===== src/rtl/mu_pkg.sv =====
package mu_pkg;

    typedef enum logic [1:0] {
        ST_IDLE,
        ST_COLLECT,
        ST_DRAIN
    } mu_state_e;

    typedef enum logic [1:0] {
        OP_NONE,
        OP_BIND,
        OP_ENTRY,
        OP_CODE
    } mu_op_e;

    localparam logic [7:0]  MTH_BIND     = 8'h00;
    localparam logic [7:0]  MTH_CODE     = 8'h46;
    localparam logic [7:0]  MTH_ENTRY    = 8'h47;
    localparam int unsigned FE_LIMIT     = 32'h100;
    localparam logic [31:0] MACRO_BASE   = 32'h0000_0E00;
    localparam logic [31:0] ENTRY_NONE   = 32'hFFFF_FFFF;

endpackage


===== src/rtl/mu_decode.sv =====
module mu_decode
    import mu_pkg::*;
#(
    parameter int MTH_W = 12
) (
    input  logic             acc,
    input  logic [MTH_W-1:0] method,
    output mu_op_e           op
);

    logic in_fe;

    always_comb begin
        in_fe = (32'(method) < FE_LIMIT);
        op    = OP_NONE;
        if (acc && in_fe) begin
            unique case (method[7:0])
                MTH_BIND:  op = OP_BIND;
                MTH_ENTRY: op = OP_ENTRY;
                MTH_CODE:  op = OP_CODE;
                default:   op = OP_NONE;
            endcase
        end
    end

endmodule


===== src/rtl/mu_fsm.sv =====
module mu_fsm
    import mu_pkg::*;
(
    input  logic      clk,
    input  logic      rst_n,
    input  mu_op_e    op,
    input  logic      rem_zero,
    input  logic      buf_full,
    input  logic      rd_last,
    output mu_state_e state,
    output logic      ready,
    output logic      lat_entry,
    output logic      append,
    output logic      set_ovf,
    output logic      set_orph,
    output logic      draining,
    output logic      done
);

    mu_state_e st_q, st_d;

    // State register
    always_ff @(posedge clk) begin
        if (!rst_n) st_q <= ST_IDLE;
        else        st_q <= st_d;
    end

    // Transitions: select, reselect, close, done
    always_comb begin
        st_d = st_q;
        unique case (st_q)
            ST_IDLE: begin
                if (op == OP_ENTRY) st_d = ST_COLLECT;
            end
            ST_COLLECT: begin
                if (op == OP_CODE && rem_zero) st_d = ST_DRAIN;
                else                           st_d = ST_COLLECT;
            end
            ST_DRAIN: begin
                if (rd_last) st_d = ST_IDLE;
            end
            default: st_d = ST_IDLE;
        endcase
    end

    // Control outputs
    always_comb begin
        ready     = 1'b1;
        lat_entry = 1'b0;
        append    = 1'b0;
        set_ovf   = 1'b0;
        set_orph  = 1'b0;
        draining  = 1'b0;
        done      = 1'b0;
        unique case (st_q)
            ST_IDLE: begin
                lat_entry = (op == OP_ENTRY);
                set_orph  = (op == OP_CODE);
            end
            ST_COLLECT: begin
                lat_entry = (op == OP_ENTRY);
                append    = (op == OP_CODE) && !buf_full;
                set_ovf   = (op == OP_CODE) && buf_full;
            end
            ST_DRAIN: begin
                ready    = 1'b0;
                draining = 1'b1;
                done     = rd_last;
            end
            default: ready = 1'b1;
        endcase
    end

    assign state = st_q;

endmodule


===== src/rtl/mu_codebuf.sv =====
module mu_codebuf #(
    parameter int DEPTH  = 64,
    parameter int DATA_W = 32,
    localparam int IDX_W = $clog2(DEPTH),
    localparam int CNT_W = $clog2(DEPTH + 1)
) (
    input  logic              clk,
    input  logic              rst_n,
    input  logic              clear,
    input  logic              append,
    input  logic [DATA_W-1:0] din,
    input  logic              draining,
    output logic              full,
    output logic              rd_last,
    output logic [IDX_W-1:0]  rd_idx,
    output logic [DATA_W-1:0] dout
);

    logic [DATA_W-1:0] mem [DEPTH];
    logic [CNT_W-1:0]  cnt_q;
    logic [IDX_W-1:0]  rd_q;

    assign full    = (cnt_q == CNT_W'(DEPTH));
    assign rd_last = draining && (CNT_W'(rd_q) == cnt_q - CNT_W'(1));
    assign rd_idx  = rd_q;
    assign dout    = mem[rd_q];

    always_ff @(posedge clk) begin
        if (append) mem[cnt_q[IDX_W-1:0]] <= din;
    end

    always_ff @(posedge clk) begin
        if (!rst_n) begin
            cnt_q <= '0;
            rd_q  <= '0;
        end else begin
            if (clear || rd_last)  cnt_q <= '0;
            else if (append)       cnt_q <= cnt_q + CNT_W'(1);
            if (rd_last)           rd_q  <= '0;
            else if (draining)     rd_q  <= rd_q + IDX_W'(1);
        end
    end

endmodule


===== src/rtl/mu_bindtab.sv =====
module mu_bindtab #(
    parameter int SC_W  = 3,
    parameter int ENG_W = 16,
    localparam int N_SC = 1 << SC_W
) (
    input  logic             clk,
    input  logic             rst_n,
    input  logic             wr,
    input  logic [SC_W-1:0]  wr_sc,
    input  logic [ENG_W-1:0] wr_eng,
    output logic             ev_valid,
    output logic [SC_W-1:0]  ev_sc,
    output logic [ENG_W-1:0] ev_eng,
    input  logic [SC_W-1:0]  q_sc,
    output logic [ENG_W-1:0] q_eng
);

    logic [ENG_W-1:0] tab_q [N_SC];

    for (genvar g = 0; g < N_SC; g++) begin : g_slot
        always_ff @(posedge clk) begin
            if (!rst_n)                             tab_q[g] <= '0;
            else if (wr && wr_sc == SC_W'(g))       tab_q[g] <= wr_eng;
        end
    end

    always_ff @(posedge clk) begin
        if (!rst_n) begin
            ev_valid <= 1'b0;
            ev_sc    <= '0;
            ev_eng   <= '0;
        end else begin
            ev_valid <= wr;
            if (wr) begin
                ev_sc  <= wr_sc;
                ev_eng <= wr_eng;
            end
        end
    end

    assign q_eng = tab_q[q_sc];

endmodule


===== src/rtl/macro_upload_capture.sv =====
module macro_upload_capture
    import mu_pkg::*;
#(
    parameter int MTH_W  = 12,
    parameter int SC_W   = 3,
    parameter int REM_W  = 13,
    parameter int DEPTH  = 64,
    parameter int ENG_W  = 16,
    localparam int IDX_W = $clog2(DEPTH)
) (
    input  logic             clk,
    input  logic             rst_n,
    input  logic             wr_valid,
    output logic             wr_ready,
    input  logic [MTH_W-1:0] wr_method,
    input  logic [SC_W-1:0]  wr_subch,
    input  logic [31:0]      wr_data,
    input  logic [REM_W-1:0] wr_remain,
    output logic             cm_valid,
    output logic [31:0]      cm_key,
    output logic [IDX_W-1:0] cm_index,
    output logic [31:0]      cm_word,
    output logic             cm_last,
    output logic [31:0]      cur_entry,
    output logic             err_overflow,
    output logic             err_orphan,
    output logic             bind_valid,
    output logic [SC_W-1:0]  bind_subch,
    output logic [ENG_W-1:0] bind_engine,
    input  logic [SC_W-1:0]  q_subch,
    output logic [ENG_W-1:0] q_engine
);

    mu_op_e    op;
    mu_state_e state;
    logic      acc, ready, lat_entry, append, set_ovf, set_orph, draining, done;
    logic      buf_full, rd_last;
    logic [31:0] entry_q;
    logic      ovf_q, orph_q;

    assign acc = wr_valid && ready;

    mu_decode #(.MTH_W(MTH_W)) u_dec (
        .acc    (acc),
        .method (wr_method),
        .op     (op)
    );

    mu_fsm u_fsm (
        .clk       (clk),
        .rst_n     (rst_n),
        .op        (op),
        .rem_zero  (wr_remain == '0),
        .buf_full  (buf_full),
        .rd_last   (rd_last),
        .state     (state),
        .ready     (ready),
        .lat_entry (lat_entry),
        .append    (append),
        .set_ovf   (set_ovf),
        .set_orph  (set_orph),
        .draining  (draining),
        .done      (done)
    );

    mu_codebuf #(.DEPTH(DEPTH), .DATA_W(32)) u_buf (
        .clk      (clk),
        .rst_n    (rst_n),
        .clear    (lat_entry),
        .append   (append),
        .din      (wr_data),
        .draining (draining),
        .full     (buf_full),
        .rd_last  (rd_last),
        .rd_idx   (cm_index),
        .dout     (cm_word)
    );

    mu_bindtab #(.SC_W(SC_W), .ENG_W(ENG_W)) u_bind (
        .clk      (clk),
        .rst_n    (rst_n),
        .wr       (op == OP_BIND),
        .wr_sc    (wr_subch),
        .wr_eng   (wr_data[ENG_W-1:0]),
        .ev_valid (bind_valid),
        .ev_sc    (bind_subch),
        .ev_eng   (bind_engine),
        .q_sc     (q_subch),
        .q_eng    (q_engine)
    );

    always_ff @(posedge clk) begin
        if (!rst_n) begin
            entry_q <= ENTRY_NONE;
            ovf_q   <= 1'b0;
            orph_q  <= 1'b0;
        end else begin
            if (lat_entry)  entry_q <= wr_data;
            else if (done)  entry_q <= ENTRY_NONE;
            if (set_ovf)    ovf_q   <= 1'b1;
            if (set_orph)   orph_q  <= 1'b1;
        end
    end

    assign wr_ready     = ready;
    assign cm_valid     = (state == ST_DRAIN);
    assign cm_key       = {entry_q[30:0], 1'b0} + MACRO_BASE;
    assign cm_last      = rd_last;
    assign cur_entry    = entry_q;
    assign err_overflow = ovf_q;
    assign err_orphan   = orph_q;

endmodule


===== config.mk =====
export PLATFORM = sky130hd
export DESIGN_NAME = macro_upload_capture
export DESIGN_NICKNAME = d
export VERILOG_FILES = /design/src/rtl/mu_pkg.sv /design/src/rtl/mu_decode.sv /design/src/rtl/mu_fsm.sv /design/src/rtl/mu_codebuf.sv /design/src/rtl/mu_bindtab.sv /design/src/rtl/macro_upload_capture.sv
export SDC_FILE = /design/constraint.sdc
export NUM_CORES = 2
export LEC_CHECK = 0
export CAP_MARGIN = 20
export CORE_ASPECT_RATIO = 2
export CORE_MARGIN = 3
export CORE_UTILIZATION = 42
export CTS_CLUSTER_DIAMETER = 150
export DETAILED_ROUTE_END_ITERATION = 8
export GPL_ROUTABILITY_DRIVEN = 0
export MAX_ROUTING_LAYER = met4
export PLACE_DENSITY = 0.71
export SLEW_MARGIN = 30
export SYNTH_ARGS = -nofsm -noshare
export SYNTH_HDL_FRONTEND = slang
export SYNTH_SLANG_ARGS = --single-unit

===== constraint.sdc =====
create_clock -name clk -period 4.15 [get_ports clk]
set_input_delay 0.83 -clock clk [delete_from_list [all_inputs] [get_ports clk]]
set_output_delay 0.83 -clock clk [all_outputs]
set_load 0.05 [all_outputs]

**After elaboration in Yosys (flattened, before gate mapping)**

Memories as Yosys holds them, arrays and structs flattened. A register that Yosys moved wholly into a read port is not among the register bits.
Index checks and enable logic that the tools add are counted.

- Flip-flop bits (word level): 69
- RAM bits: 2176
- Input port bits: 66
- Output and inout port bits: 143
- Word-level logic and storage cells: 120
- Memories: 2

- $add $sub $neg: 4
- $lt $le $gt $ge: 1
- Equality and inequality tests: 18
- Mux-type cells: 52
- Bitwise logic cells: 9
- Reductions and logical operators: 25

Memory list:

| name | words | width | read ports | clocked after Yosys merged registers in | wr ports | RTL line | RTL |
|---|---|---|---|---|---|---|---|
| u_buf.mem | 64 | 32 | 1 | 1 | 1 | mu_codebuf.sv:19 | `logic [DATA_W-1:0] mem [DEPTH];` |
| u_bind.tab_q | 8 | 16 | 1 | 0 | 8 | mu_bindtab.sv:18 | `logic [ENG_W-1:0] tab_q [N_SC];` |

Operators with widths:

| operator | number |
|---|---|
| $mux 16 | 8 |
| $mux 32 | 2 |
| $mux 1 | 34 |
| $add 32x12->32 const B | 1 |
| $eq 8x7->1 const B | 2 |
| $logic_and 1x1->1 | 14 |
| $logic_not 13->1 | 1 |
| $eq 3x3->1 const B | 4 |
| $lt 12x9->1 const B | 1 |
| $mux 6 | 2 |
| $pmux 2 s3 | 2 |
| $logic_not 8->1 | 1 |
| $mux 2 | 4 |
| $or 1x1->1 | 8 |
| $add 7x1->7 const B | 1 |
| $eq 6x7->1 | 1 |
| $eq 7x7->1 const B | 1 |
| $sub 7x1->7 const B | 1 |
| $add 6x1->6 const B | 1 |
| $eq 2x2->1 const B | 3 |
| $eq 3x2->1 const B | 2 |
| $reduce_or 2->1 | 3 |
| $eq 2x1->1 const B | 2 |
| $ne 2x1->1 const B | 2 |
| other kinds (8) | 8 |

**Longest topological paths before layout**

- Depth in word-level cells: 11
- Mapped depth: 11
- Mapped depth without buffers: 8

**Modules after synthesis**

Synthesis repeated with hierarchy kept, for this count alone.

- Cells, all modules: 4136
- Area, all modules: 87163.6 um^2

By module, submodules not included:

| module | times used | cells each | area each (um^2) | sequential area each (um^2) |
|---|---|---|---|---|
| mu_codebuf | 1 | 3445 | 78590.4 | 61879.3 |
| mu_bindtab | 1 | 438 | 6543.8 | 4244.1 |
| macro_upload_capture | 1 | 228 | 1848.0 | 680.7 |
| mu_fsm | 1 | 18 | 133.9 | 40.0 |
| mu_decode | 1 | 7 | 47.5 | 0.0 |

**Worst setup path after synthesis**

OpenSTA, ideal clock, no wires.

- Kind: input port to flip-flop
- Start point: input wr_method[11]
- End point: memory u_buf.mem[19][0] (enable)
- Library setup time: 0.421 ns
- Arrival time: 3.794 ns
- Required time: 3.729 ns
- Path slack: -0.065 ns
- Stages on the path: 6
- Buffers on the path: 0
- Cells stage by stage: or4b_4 -> nor4_4 -> nand2_1 -> nor4b_2 -> nand3_1 -> nor2_1

- Word-level cells in the longest chain between the ends: 8

Ends and longest elaborated chain:

| what | RTL line | RTL |
|---|---|---|
| from (decl) | macro_upload_capture.sv:15 | `input logic [MTH_W-1:0] wr_method,` |
| $lt 12x9->1 | mu_decode.sv:14 | `in_fe = (32'(method) < FE_LIMIT);` |
| $logic_and 1x1->1 | mu_decode.sv:16 | `if (acc && in_fe) begin` |
| $mux 2 | mu_decode.sv:16 |  |
| $eq 2x2->1 | mu_fsm.sv:62 | `append = (op == OP_CODE) && !buf_full;` |
| $logic_and 1x1->1 | mu_fsm.sv:62 |  |
| $mux 1 | mu_fsm.sv:55 | `unique case (st_q)` |
| $mux 1 | mu_codebuf.sv:29 | `if (append) mem[cnt_q[IDX_W-1:0]] <= din;` |
| $mux 1 (implied by the code) | mu_codebuf.sv:29 |  |
| to (decl) | mu_codebuf.sv:19 |  |

No other way between the ends.

==> flow_summary_export.csv <==
group,metric,value,unit
floorplanning,start_util,42.3,%
drt,vias,47200,
placement,place_area,96800,um^2
grt,overflow,0,
setup_path,cp_data_required_time,3.32,ns
clock_network,htree_levels,4,
drt,dr.pass1.iters,6,
power_and_ir_drop,switchingPower,8.63,mW
grt,grt_pass1_vias,47500,
placement,dpl.cell_count,7269,
yosys,async_flop_share,0,%
setup_path,slowest_delay,0.56,ns
clock_network,postCtsHoldBufs,0,
setup_path,cp.arrival,3.62,ns
power_and_ir_drop,power_leakage,33.7,nW
clock_network,cts_sinks,2251,
power_and_ir_drop,swShare,19.8,%
yosys,yosysSeqAreaShare,77.1,%
yosys,synth-edff-count,2176,
setup_path,slowest_stage,"a211oi_4",
drt,drtIter0Drc,5807,
power_and_ir_drop,p_seq_share,57.3,%
setup_path,crit_chain,"buf_12 > buf_8 > buf_16 > mux4_2 > a211oi_4 > o22ai_2 > and3_4 > buf_6",
timing,tns,-3.44,ns
clock_network,cts-buffers-inserted,187,
yosys,synth_ff_type,"edfxtp_1",
setup_path,cp-end-kind,"primary output",
yosys,synth.avg_cell_area,21.1,um^2
layout,final_cells,7826,
power_and_ir_drop,power.density,405,nW/um^2
setup_path,critical_path.top_delay_family,"compound AO/OA/AOI/OAI gates",
yosys,ys_warn_count,0,
floorplanning,dieArea,212000,um^2
timing,finalCritPeriodShare,107,%
setup_path,startpoint_type,"flip-flop",
drt,wl_per_cell,35.1,um
floorplanning,core,205000,um^2
drt,ant_nets,0,
drt,vias_per_cell,6.03,
hold_path,hold_path.class,"input port to flip-flop",
placement,io_buffers,207,
setup_path,crit_fanout,8,
grt,antenna_found_initial,13,
flow_run,drv_cap,0,
placement,place_ws,-0.0119,ns
yosys,synth_cell_types,61,
outcome,status,"complete, but fails checks",
yosys,synth-seq-cells,2251,
drt,drc_errors,0,
power_and_ir_drop,clock_power_share,40.8,%
layout,area_growth,23.9,%
power_and_ir_drop,internal_power,34.9,mW
layout,final_area,107000,um^2
timing,clock.fmax,225,MHz
timing,drv_slew,0,
yosys,synth_area,86700,um^2
layout,drive_gt1_share,36.6,%
timing,post-route-min-period,4.45,ns
layout,finalCoreUtilization,52.4,%
clock_network,root_buffer,"clkbuf_16",
yosys,syn_nets,4183,
clock_network,cts_buffer_depth,4,
floorplanning,die_width,327,um
outcome,violations,"negative setup slack",
timing,finalSetupViolCount,32,
grt,grt_pass1_wl,372,mm
timing,final.setup_skew,0.0717,ns
floorplanning,ios,209,
setup_path,path_buf_inv,4,
floorplanning,rows,235,
clock_network,clk_latency,0.86,ns
drt,drt-total-wl,275,mm
timing,fin_ws,-0.300,ns
floorplanning,die_height,649,um
timing,relSlewSlack,32.3,%
timing,worstMarginPinSlew,1.02,ns
grt,grt_max_degree,75,
power_and_ir_drop,comb_power_share,1.9,%
setup_path,critPathKind,"flip-flop to primary output",
timing,rsz0062_at_grt,"yes",
clock_network,cts_tree,"built",
power_and_ir_drop,ir_drop,0.350,mV
grt,grt_usage,25.9,%
clock_network,path_clk_slew,0.07,ns
layout,fin_nets,5029,
timing,final_hold_viol_count,0,
placement,dp_hpwl,172,mm
yosys,synthCells,4112,
registers in the layout (all words and copies together) (netlist names), 2 cells and up, named ones only:
| signal | count |
|---|---|
| u_buf.mem | 2048 |
| u_buf.rd_idx | 6 |
| u_fsm.state | 2 |
| u_bind.ev_eng | 16 |
| u_buf.cnt_q | 7 |
| u_bind.ev_sc | 3 |
| u_bind.tab_q | 128 |
| cur_entry | 32 |
power groups by stage:
| stage | Sequential, mW | Clock (mW) | Combinational (mW) |
|---|---|---|---|
| floorplan | 25.4 | 0 | 0.179 |
| global placement | 25.4 | 0 | 0.809 |
| detailed placement | 25.4 | 0 | 0.843 |
| CTS | 24.9 | 17.9 | 0.843 |
| global route | 24.9 | 18.7 | 0.882 |
| finish | 24.9 | 17.7 | 0.844 |
cells by family after synthesis:
logic type / after synthesis / share of synthesized area, %
other: 1 / 0.00432
flip-flops: 2251 / 77.1
adder cells (fa/ha/maj): 5 / 0.0721
buffers and inverters: 249 / 1.32
AO/OA/AOI/OAI: 305 / 2.52
multiplexers: 617 / 14.7
XOR/XNOR: 38 / 0.384
AND/OR/NAND/NOR: 646 / 3.93
cell usage in the layout, fill, tap and decap left out, types with 27 or more instances in the layout:
cell / n
clkdlybuf4s50_1: 116
buf_4: 431
nand2_1: 139
o22ai_1: 43
nand4_1: 61
clkbuf_1: 37
and2_1: 132
nand3_1: 69
mux4_2: 523
mux2i_1: 55
a22oi_2: 47
buf_12: 171
clkinv_1: 38
buf_16: 31
buf_6: 82
clkbuf_16: 204
o221ai_1: 27
and3_4: 27
dfxtp_1: 69
nor2_4: 68
edfxtp_1: 2176
a21oi_1: 27
nor2_1: 36
o22a_1: 32
cell usage after synthesis, types with 25 or more instances:
cell | instances | area, um^2
a22oi_1 | 54 | 405
mux2i_1 | 68 | 681
o221ai_1 | 44 | 385
o22a_1 | 32 | 280
o21ai_0 | 29 | 145
o22ai_1 | 70 | 438
xnor2_1 | 25 | 219
nand4_1 | 61 | 382
nand2_1 | 145 | 544
mux2_2 | 26 | 293
edfxtp_1 | 2176 | 65300
and3_1 | 36 | 225
clkbuf_1 | 96 | 360
nor2_1 | 102 | 383
and2_1 | 133 | 832
a21oi_1 | 29 | 145
dfxtp_1 | 75 | 1500
mux4_2 | 523 | 11800
buf_2 | 97 | 485
nor2b_1 | 26 | 163
nand3_1 | 70 | 350
layer usage:
metal	part of all wire [%]	track usage [%]	wire length, um
met3	6.9	3.56	19000
met1	30	26.5	83100
met5	0	-	0
met4	11	22.6	31500
met2	51	43.4	141000
stage by stage:
step	total power, mW	hold slack (ns)
global placement	26.2	0.442
detailed placement	26.3	0.447
floorplan	25.6	0.483
finish	43.5	0.431
global route	44.5	0.421
CTS	43.7	0.388
cell type report:
type,instances,area [um^2]
Inverter,10,41.3
Fill cell,15600,97700
Clock buffer,229,4920
Tap cell,2725,3410
Antenna cell,8,20.0
Multi-Input combinational cell,1612,20500
Timing Repair Buffer,896,10700
Clock inverter,95,1030
Sequential cell,2251,66900
timing repair:
item / 4_1_cts / 5_1_grt
setup endpoints to repair: 33 / 34
resized for setup: 291 / 189
pin swaps: 44 / 78
cloned: 18 / 15
buffers inserted: 78 / 129
path summary, 6_finish.rpt:
path / endpoint / slack (ns) / from / depth (start not counted)
setup / recovery: cm_word[10] / -0.30 / flip-flop / 8
hold / removal: u_buf.mem[7][29] / 0.43 / wr_data[29] / 1
setup reg to reg: u_buf.mem[19][20] / 0.79 / u_buf.cnt_q[4] / 8
hold reg to reg: u_bind.ev_eng[9] / 0.46 / u_bind.ev_eng[9] / 2
Note: power is estimated with default switching activity, not from simulation.
